--- src/rtl/avg3_pkg.sv ---
package avg3_pkg;
  typedef enum logic {PH_FILL = 1'b0, PH_STREAM = 1'b1} phase_e;
  localparam int unsigned TAPS  = 3;
  localparam int unsigned PTR_W = $clog2(TAPS);
endpackage

--- src/rtl/avg3_window.sv ---
module avg3_window
  import avg3_pkg::*;
#(
  parameter int unsigned DATA_W = 8,
  localparam int unsigned SUM_W = DATA_W + 2
) (
  input  logic              clk_i,
  input  logic              rst_ni,
  input  logic              clear_i,
  input  logic              wr_i,
  input  logic [DATA_W-1:0] data_i,
  output logic [SUM_W-1:0]  sum_o
);
  logic [DATA_W-1:0] slot_q [TAPS];
  logic [DATA_W-1:0] view   [TAPS];
  logic [PTR_W-1:0]  ptr_q;

  // window as it will look once the incoming pixel replaces the slot at ptr_q
  for (genvar j = 0; j < TAPS; j++) begin : g_slot
    assign view[j] = (ptr_q == PTR_W'(j)) ? data_i : slot_q[j];

    always_ff @(posedge clk_i or negedge rst_ni) begin
      if (!rst_ni)                              slot_q[j] <= '0;
      else if (clear_i)                         slot_q[j] <= '0;
      else if (wr_i && ptr_q == PTR_W'(j))      slot_q[j] <= data_i;
    end
  end

  always_ff @(posedge clk_i or negedge rst_ni) begin
    if (!rst_ni)      ptr_q <= '0;
    else if (clear_i) ptr_q <= '0;
    else if (wr_i)    ptr_q <= (ptr_q == PTR_W'(TAPS - 1)) ? '0 : ptr_q + 1'b1;
  end

  always_comb begin
    sum_o = '0;
    for (int k = 0; k < TAPS; k++) sum_o = sum_o + SUM_W'(view[k]);
  end
endmodule

--- src/rtl/avg3_div.sv ---
module avg3_div #(
  parameter int unsigned DATA_W = 8,
  localparam int unsigned SUM_W = DATA_W + 2
) (
  input  logic [SUM_W-1:0]  sum_i,
  output logic [DATA_W-1:0] quo_o
);
  logic [SUM_W-1:0] q_full;
  assign q_full = sum_i / SUM_W'(3);
  assign quo_o  = q_full[DATA_W-1:0];
endmodule

--- src/rtl/avg3_ctrl.sv ---
module avg3_ctrl
  import avg3_pkg::*;
(
  input  logic clk_i,
  input  logic rst_ni,
  input  logic fire_i,
  input  logic last_i,
  output logic emit_o,
  output logic clear_o
);
  phase_e phase_q;
  logic   fill_q;

  assign emit_o  = fire_i && (phase_q == PH_STREAM);
  assign clear_o = fire_i && last_i;

  always_ff @(posedge clk_i or negedge rst_ni) begin
    if (!rst_ni) begin
      phase_q <= PH_FILL;
      fill_q  <= 1'b0;
    end else if (fire_i) begin
      if (last_i) begin
        phase_q <= PH_FILL;
        fill_q  <= 1'b0;
      end else if (phase_q == PH_FILL) begin
        if (fill_q) begin
          phase_q <= PH_STREAM;
          fill_q  <= 1'b0;
        end else begin
          fill_q  <= 1'b1;
        end
      end
    end
  end
endmodule

--- src/rtl/avg3_stream.sv ---
module avg3_stream #(
  parameter int unsigned DATA_W = 8,
  localparam int unsigned SUM_W = DATA_W + 2
) (
  input  logic              clk_i,
  input  logic              rst_ni,
  input  logic              in_valid_i,
  input  logic [DATA_W-1:0] in_data_i,
  input  logic              in_last_i,
  output logic              in_ready_o,
  output logic              out_valid_o,
  output logic [DATA_W-1:0] out_data_o,
  input  logic              out_ready_i
);
  logic              fire, emit, clear;
  logic [SUM_W-1:0]  sum;
  logic [DATA_W-1:0] mean;

  assign in_ready_o = !out_valid_o || out_ready_i;
  assign fire       = in_valid_i && in_ready_o;

  avg3_ctrl u_ctrl (
    .clk_i  (clk_i),
    .rst_ni (rst_ni),
    .fire_i (fire),
    .last_i (in_last_i),
    .emit_o (emit),
    .clear_o(clear)
  );

  avg3_window #(.DATA_W(DATA_W)) u_win (
    .clk_i  (clk_i),
    .rst_ni (rst_ni),
    .clear_i(clear),
    .wr_i   (fire),
    .data_i (in_data_i),
    .sum_o  (sum)
  );

  avg3_div #(.DATA_W(DATA_W)) u_div (
    .sum_i(sum),
    .quo_o(mean)
  );

  always_ff @(posedge clk_i or negedge rst_ni) begin
    if (!rst_ni) begin
      out_valid_o <= 1'b0;
      out_data_o  <= '0;
    end else if (emit) begin
      out_valid_o <= 1'b1;
      out_data_o  <= mean;
    end else if (out_ready_i) begin
      out_valid_o <= 1'b0;
    end
  end
endmodule

--- config.mk ---
export PLATFORM = sky130hd
export DESIGN_NAME = avg3_stream
export DESIGN_NICKNAME = d
export VERILOG_FILES = /design/src/rtl/avg3_pkg.sv /design/src/rtl/avg3_window.sv /design/src/rtl/avg3_div.sv /design/src/rtl/avg3_ctrl.sv /design/src/rtl/avg3_stream.sv
export SDC_FILE = /design/constraint.sdc
export NUM_CORES = 1
export LEC_CHECK = 0
export ABC_AREA = 1
export BUFFER_PORTS_ARGS = -buffer_cell sky130_fd_sc_hd__buf_2
export CORE_MARGIN = 5
export CORE_UTILIZATION = 45
export DETAILED_ROUTE_END_ITERATION = 10
export GPL_TIMING_DRIVEN = 0
export PLACE_DENSITY = 0.6
export SLEW_MARGIN = 20
export SYNTH_ARGS = -nofsm -noshare
export SYNTH_HDL_FRONTEND = slang
export SYNTH_SLANG_ARGS = --single-unit
export TNS_END_PERCENT = 50
--- constraint.sdc ---
create_clock -name clk_i -period 8.5 [get_ports clk_i]
set_clock_uncertainty 0.1 [all_clocks]
set_input_delay 1.275 -clock clk_i [delete_from_list [all_inputs] [get_ports clk_i]]
set_output_delay 1.275 -clock clk_i [all_outputs]
set_load 0.01 [all_outputs]
==> load_flow_metrics.sql <==
INSERT INTO impl_metrics (metric_group, metric, value, unit) VALUES
('outcome', 'status', 'finished, final reports clean', ''),
('critical_path', 'worstPathArrival', '6.35', 'ns'),
('floorplan', 'core-area', '6240', 'um2'),
('synthesis', 'synthesis.yosys.warnings', '0', ''),
('grt', 'grt_overflow_total', '0', ''),
('finish', 'final_cell_area_excluding_filler_cells', '3130', 'um2'),
('clocking', 'htree_levels', '2', ''),
('critical_path', 'critPathBufInv', '9', ''),
('synthesis', 'synth_area_per_cell', '7.14', 'um2'),
('routing', 'viasPerCell', '4.95', ''),
('grt', 'grt_first_pass_wirelength', '10200', 'um'),
('routing', 'antenna_violating_nets_post_route', '0', ''),
('worst_hold_path', 'worstHoldPathCells', '2', ''),
('clocking', 'insertion_delay', '0.29', 'ns'),
('timing', 'finalMaxSlewViolations', '0', ''),
('grt', 'initial_antenna_violation_count', '0', ''),
('routing', 'route.detailed.drc', '0', ''),
('critical_path', 'path_common_cell', 'sky130_fd_sc_hd__nand2_1', ''),
('timing', 'unrepaired_setup_endpoints_after_global_routing', 'no', ''),
('synthesis', 'synth_top_cells_by_area', 'sky130_fd_sc_hd__dfrtp_1 (33%), sky130_fd_sc_hd__nand2_1 (15%), sky130_fd_sc_hd__inv_1 (8.7%)', ''),
('place', 'placement.io_buffers', '22', ''),
('finish', 'filler_cell_count', '635', ''),
('synthesis', 'synth.net_count', '430', ''),
('finish', 'commonest_cells_after_routing_fill_and_taps_aside', 'sky130_fd_sc_hd__nand2_1 (114), sky130_fd_sc_hd__inv_1 (66), sky130_fd_sc_hd__dfrtp_1 (37), sky130_fd_sc_hd__o21ai_0 (26), sky130_fd_sc_hd__buf_2 (22)', ''),
('timing', 'post-route-min-period', '6.26', 'ns'),
('timing', 'fmax', '160', 'MHz'),
('routing', 'drt-initial-drc-count', '90', ''),
('flow_run', 'max_cap_violations', '0', ''),
('critical_path', 'cp_slowest_stage_delay', '0.50', 'ns'),
('worst_hold_path', 'worstHoldEndpoint', 'out_data_o[1]$_DFFE_PN0P_', ''),
('clocking', 'clkTransAtPathRegs', '0.08', 'ns'),
('grt', 'largest_net_degree_at_the_start_of_global_routing', '38', ''),
('timing', 'hold_viol', '0', ''),
('clocking', 'cts.path.max_buffers', '2', ''),
('critical_path', 'crit_family', 'simple AND/OR/NAND/NOR gates', ''),
('synthesis', 'synth_top_cell_by_area', 'sky130_fd_sc_hd__dfrtp_1', ''),
('clocking', 'cts-buffers-inserted', '5', ''),
('floorplan', 'die_w', '89.3', 'um'),
('synthesis', 'ys_seq_area_share', '32.7', '%'),
('critical_path', 'timing.critical_path.required', '8.59', 'ns'),
('routing', 'wire_per_inst', '11.5', 'um'),
('critical_path', 'timing.critical_path.slowest_stage_cell', 'sky130_fd_sc_hd__nor2_1', ''),
('critical_path', 'r2r_setup_slack', '2.24', 'ns'),
('finish', 'antenna-diode-count', '0', ''),
('timing', 'post_route_fraction_of_the_period_consumed_by_the_critical_path', '73.7', '%'),
('clocking', 'post_cts.resized_instances', '0', ''),
('place', 'finalWeightedCongestion', '0.802', ''),
('timing', 'tns', '0', 'ns'),
('floorplan', 'starting_density_of_the_core', '45.4', '%'),
('critical_path', 'reg2regPathDepth', '46', ''),
('timing', 'timing.hold.ws', '0.373', 'ns'),
('critical_path', 'cp-end-kind', 'flip-flop', ''),
('critical_path', 'critical_path_peak_fanout', '10', ''),
('floorplan', 'ioPinCount', '23', ''),
('critical_path', 'critPathLaunchType', 'flip-flop', ''),
('synthesis', 'yosys.cell_types.count', '34', ''),
('floorplan', 'die_area', '7980', 'um2'),
('grt', 'grt_pass1_vias', '2394', ''),
('routing', 'drt_first_pass_iters', '6', ''),
('routing', 'finalWirelength', '5820', 'um'),
('clocking', 'ctsRootBufferMaster', 'sky130_fd_sc_hd__clkbuf_8', ''),
('worst_hold_path', 'hp-start', 'out_data_o[1]$_DFFE_PN0P_', ''),
('place', 'place_area', '3040', 'um2'),
('finish', 'final_layout_size_suffix_gt1_share', '15.5', '%'),
('finish', 'final_net_count', '459', ''),
('finish', 'synthToLayoutAreaGrowth', '10.5', '%'),
('timing', 'timing.max_slew.rel_slack', '44.6', '%'),
('synthesis', 'synth_top_cell_area_share', '32.7', '%'),
('timing', 'finalWorstSetupSlack', '2.24', 'ns'),
('synthesis', 'post_synthesis_instance_area', '2830', 'um2'),
('grt', 'track_usage', '16.3', '%');
stage by stage:
| step | instances | utilization, % |
|---|---|---|
| final | 504 | 50.1 |
| after global routing | 504 | 50.1 |
| after CTS | 504 | 50.1 |
| after detailed placement | 496 | 48.7 |
| after global placement | 496 | 48.7 |
| after floorplan | 397 | - |
cells in the mapped netlist:
cell and count:
sky130_fd_sc_hd__nand3b_1 1, sky130_fd_sc_hd__o21ai_1 2, sky130_fd_sc_hd__xor2_1 3, sky130_fd_sc_hd__clkinv_1 1, sky130_fd_sc_hd__or2_1 1, sky130_fd_sc_hd__a221oi_1 1
sky130_fd_sc_hd__fa_1 2, sky130_fd_sc_hd__inv_2 6, sky130_fd_sc_hd__nor2_2 1, sky130_fd_sc_hd__nand2_1 114, sky130_fd_sc_hd__xnor2_1 8, sky130_fd_sc_hd__a31oi_1 4
sky130_fd_sc_hd__o21a_1 1, sky130_fd_sc_hd__dfrtp_1 37, sky130_fd_sc_hd__a21oi_2 2, sky130_fd_sc_hd__clkbuf_1 4, sky130_fd_sc_hd__o21ai_0 26, sky130_fd_sc_hd__nand3_2 5
sky130_fd_sc_hd__o21bai_4 1, sky130_fd_sc_hd__nand2b_1 1, sky130_fd_sc_hd__inv_1 66, sky130_fd_sc_hd__nand3_1 18, sky130_fd_sc_hd__o21ai_2 3, sky130_fd_sc_hd__nand2_2 14
sky130_fd_sc_hd__o31ai_1 6, sky130_fd_sc_hd__nor2_4 1, sky130_fd_sc_hd__or2_2 1, sky130_fd_sc_hd__a21oi_1 15, sky130_fd_sc_hd__nor2_1 13, sky130_fd_sc_hd__ha_1 18
sky130_fd_sc_hd__o21bai_1 2, sky130_fd_sc_hd__nand4_1 1, sky130_fd_sc_hd__o22ai_1 16, sky130_fd_sc_hd__nand2_4 2
flip-flops by register name, indices dropped and copies added (netlist names):
signal / count
out_data_o: 8
u_ctrl.fill_q: 1
u_win.ptr_q: 2
u_win.slot_q: 24
u_ctrl.phase_q: 1
out_valid_o: 1
worst reg2reg max path, delay by kind of cell (launching register included):
kind                     cells  cell delay (ns)
AO/OA/AOI/OAI                4             0.49
buffers and inverters        9             0.88
flip-flops                   1             0.44
adder cells (fa/ha/maj)      4             1.09
XOR/XNOR                     1             0.22
AND/OR/NAND/NOR             28             2.94
layer usage:
metal,part of all wire [%],GRT usage [%]
met1,48,21.1
met4,0.96,4.19
met5,0,0
met2,47,27.5
met3,3.8,3.87
cells by family after synthesis:
group	synth area share [%]
AOI/OAI and AO/OA	16.9
xor gates and xnor gates	3.40
adders and majority gates	9.36
buffers and inverters	10.2
DFF	32.7
and+or+nand+nor	27.4
worst max path at each step:
stage | cells after the start | to | slack (ns)
global placement | 44 | out_data_o[0]$_DFFE_PN0P_ | 2.06
global route | 47 | out_data_o[0]$_DFFE_PN0P_ | 1.50
CTS | 46 | out_data_o[0]$_DFFE_PN0P_ | 2.18
finish | 46 | out_data_o[0]$_DFFE_PN0P_ | 2.24
detailed placement | 44 | out_data_o[0]$_DFFE_PN0P_ | 1.98
floorplan | 43 | out_data_o[0]$_DFFE_PN0P_ | 2.76
area by class of cell:
type	instances	area, um2	area share, %
multi-input cells	283	1620	51.7
flip-flops and latches	37	926	29.6
inverters	73	274	8.76
repair buffers	22	110	3.52
well taps	77	96.3	3.08
clock buffers	5	68.8	2.20
clock inverters	3	21.3	0.680
plain buffers	4	15.0	0.480
Power is left out: the tool's default activity adds up to more than one toggle a clock period on the data nets, which glitch-free logic cannot reach.
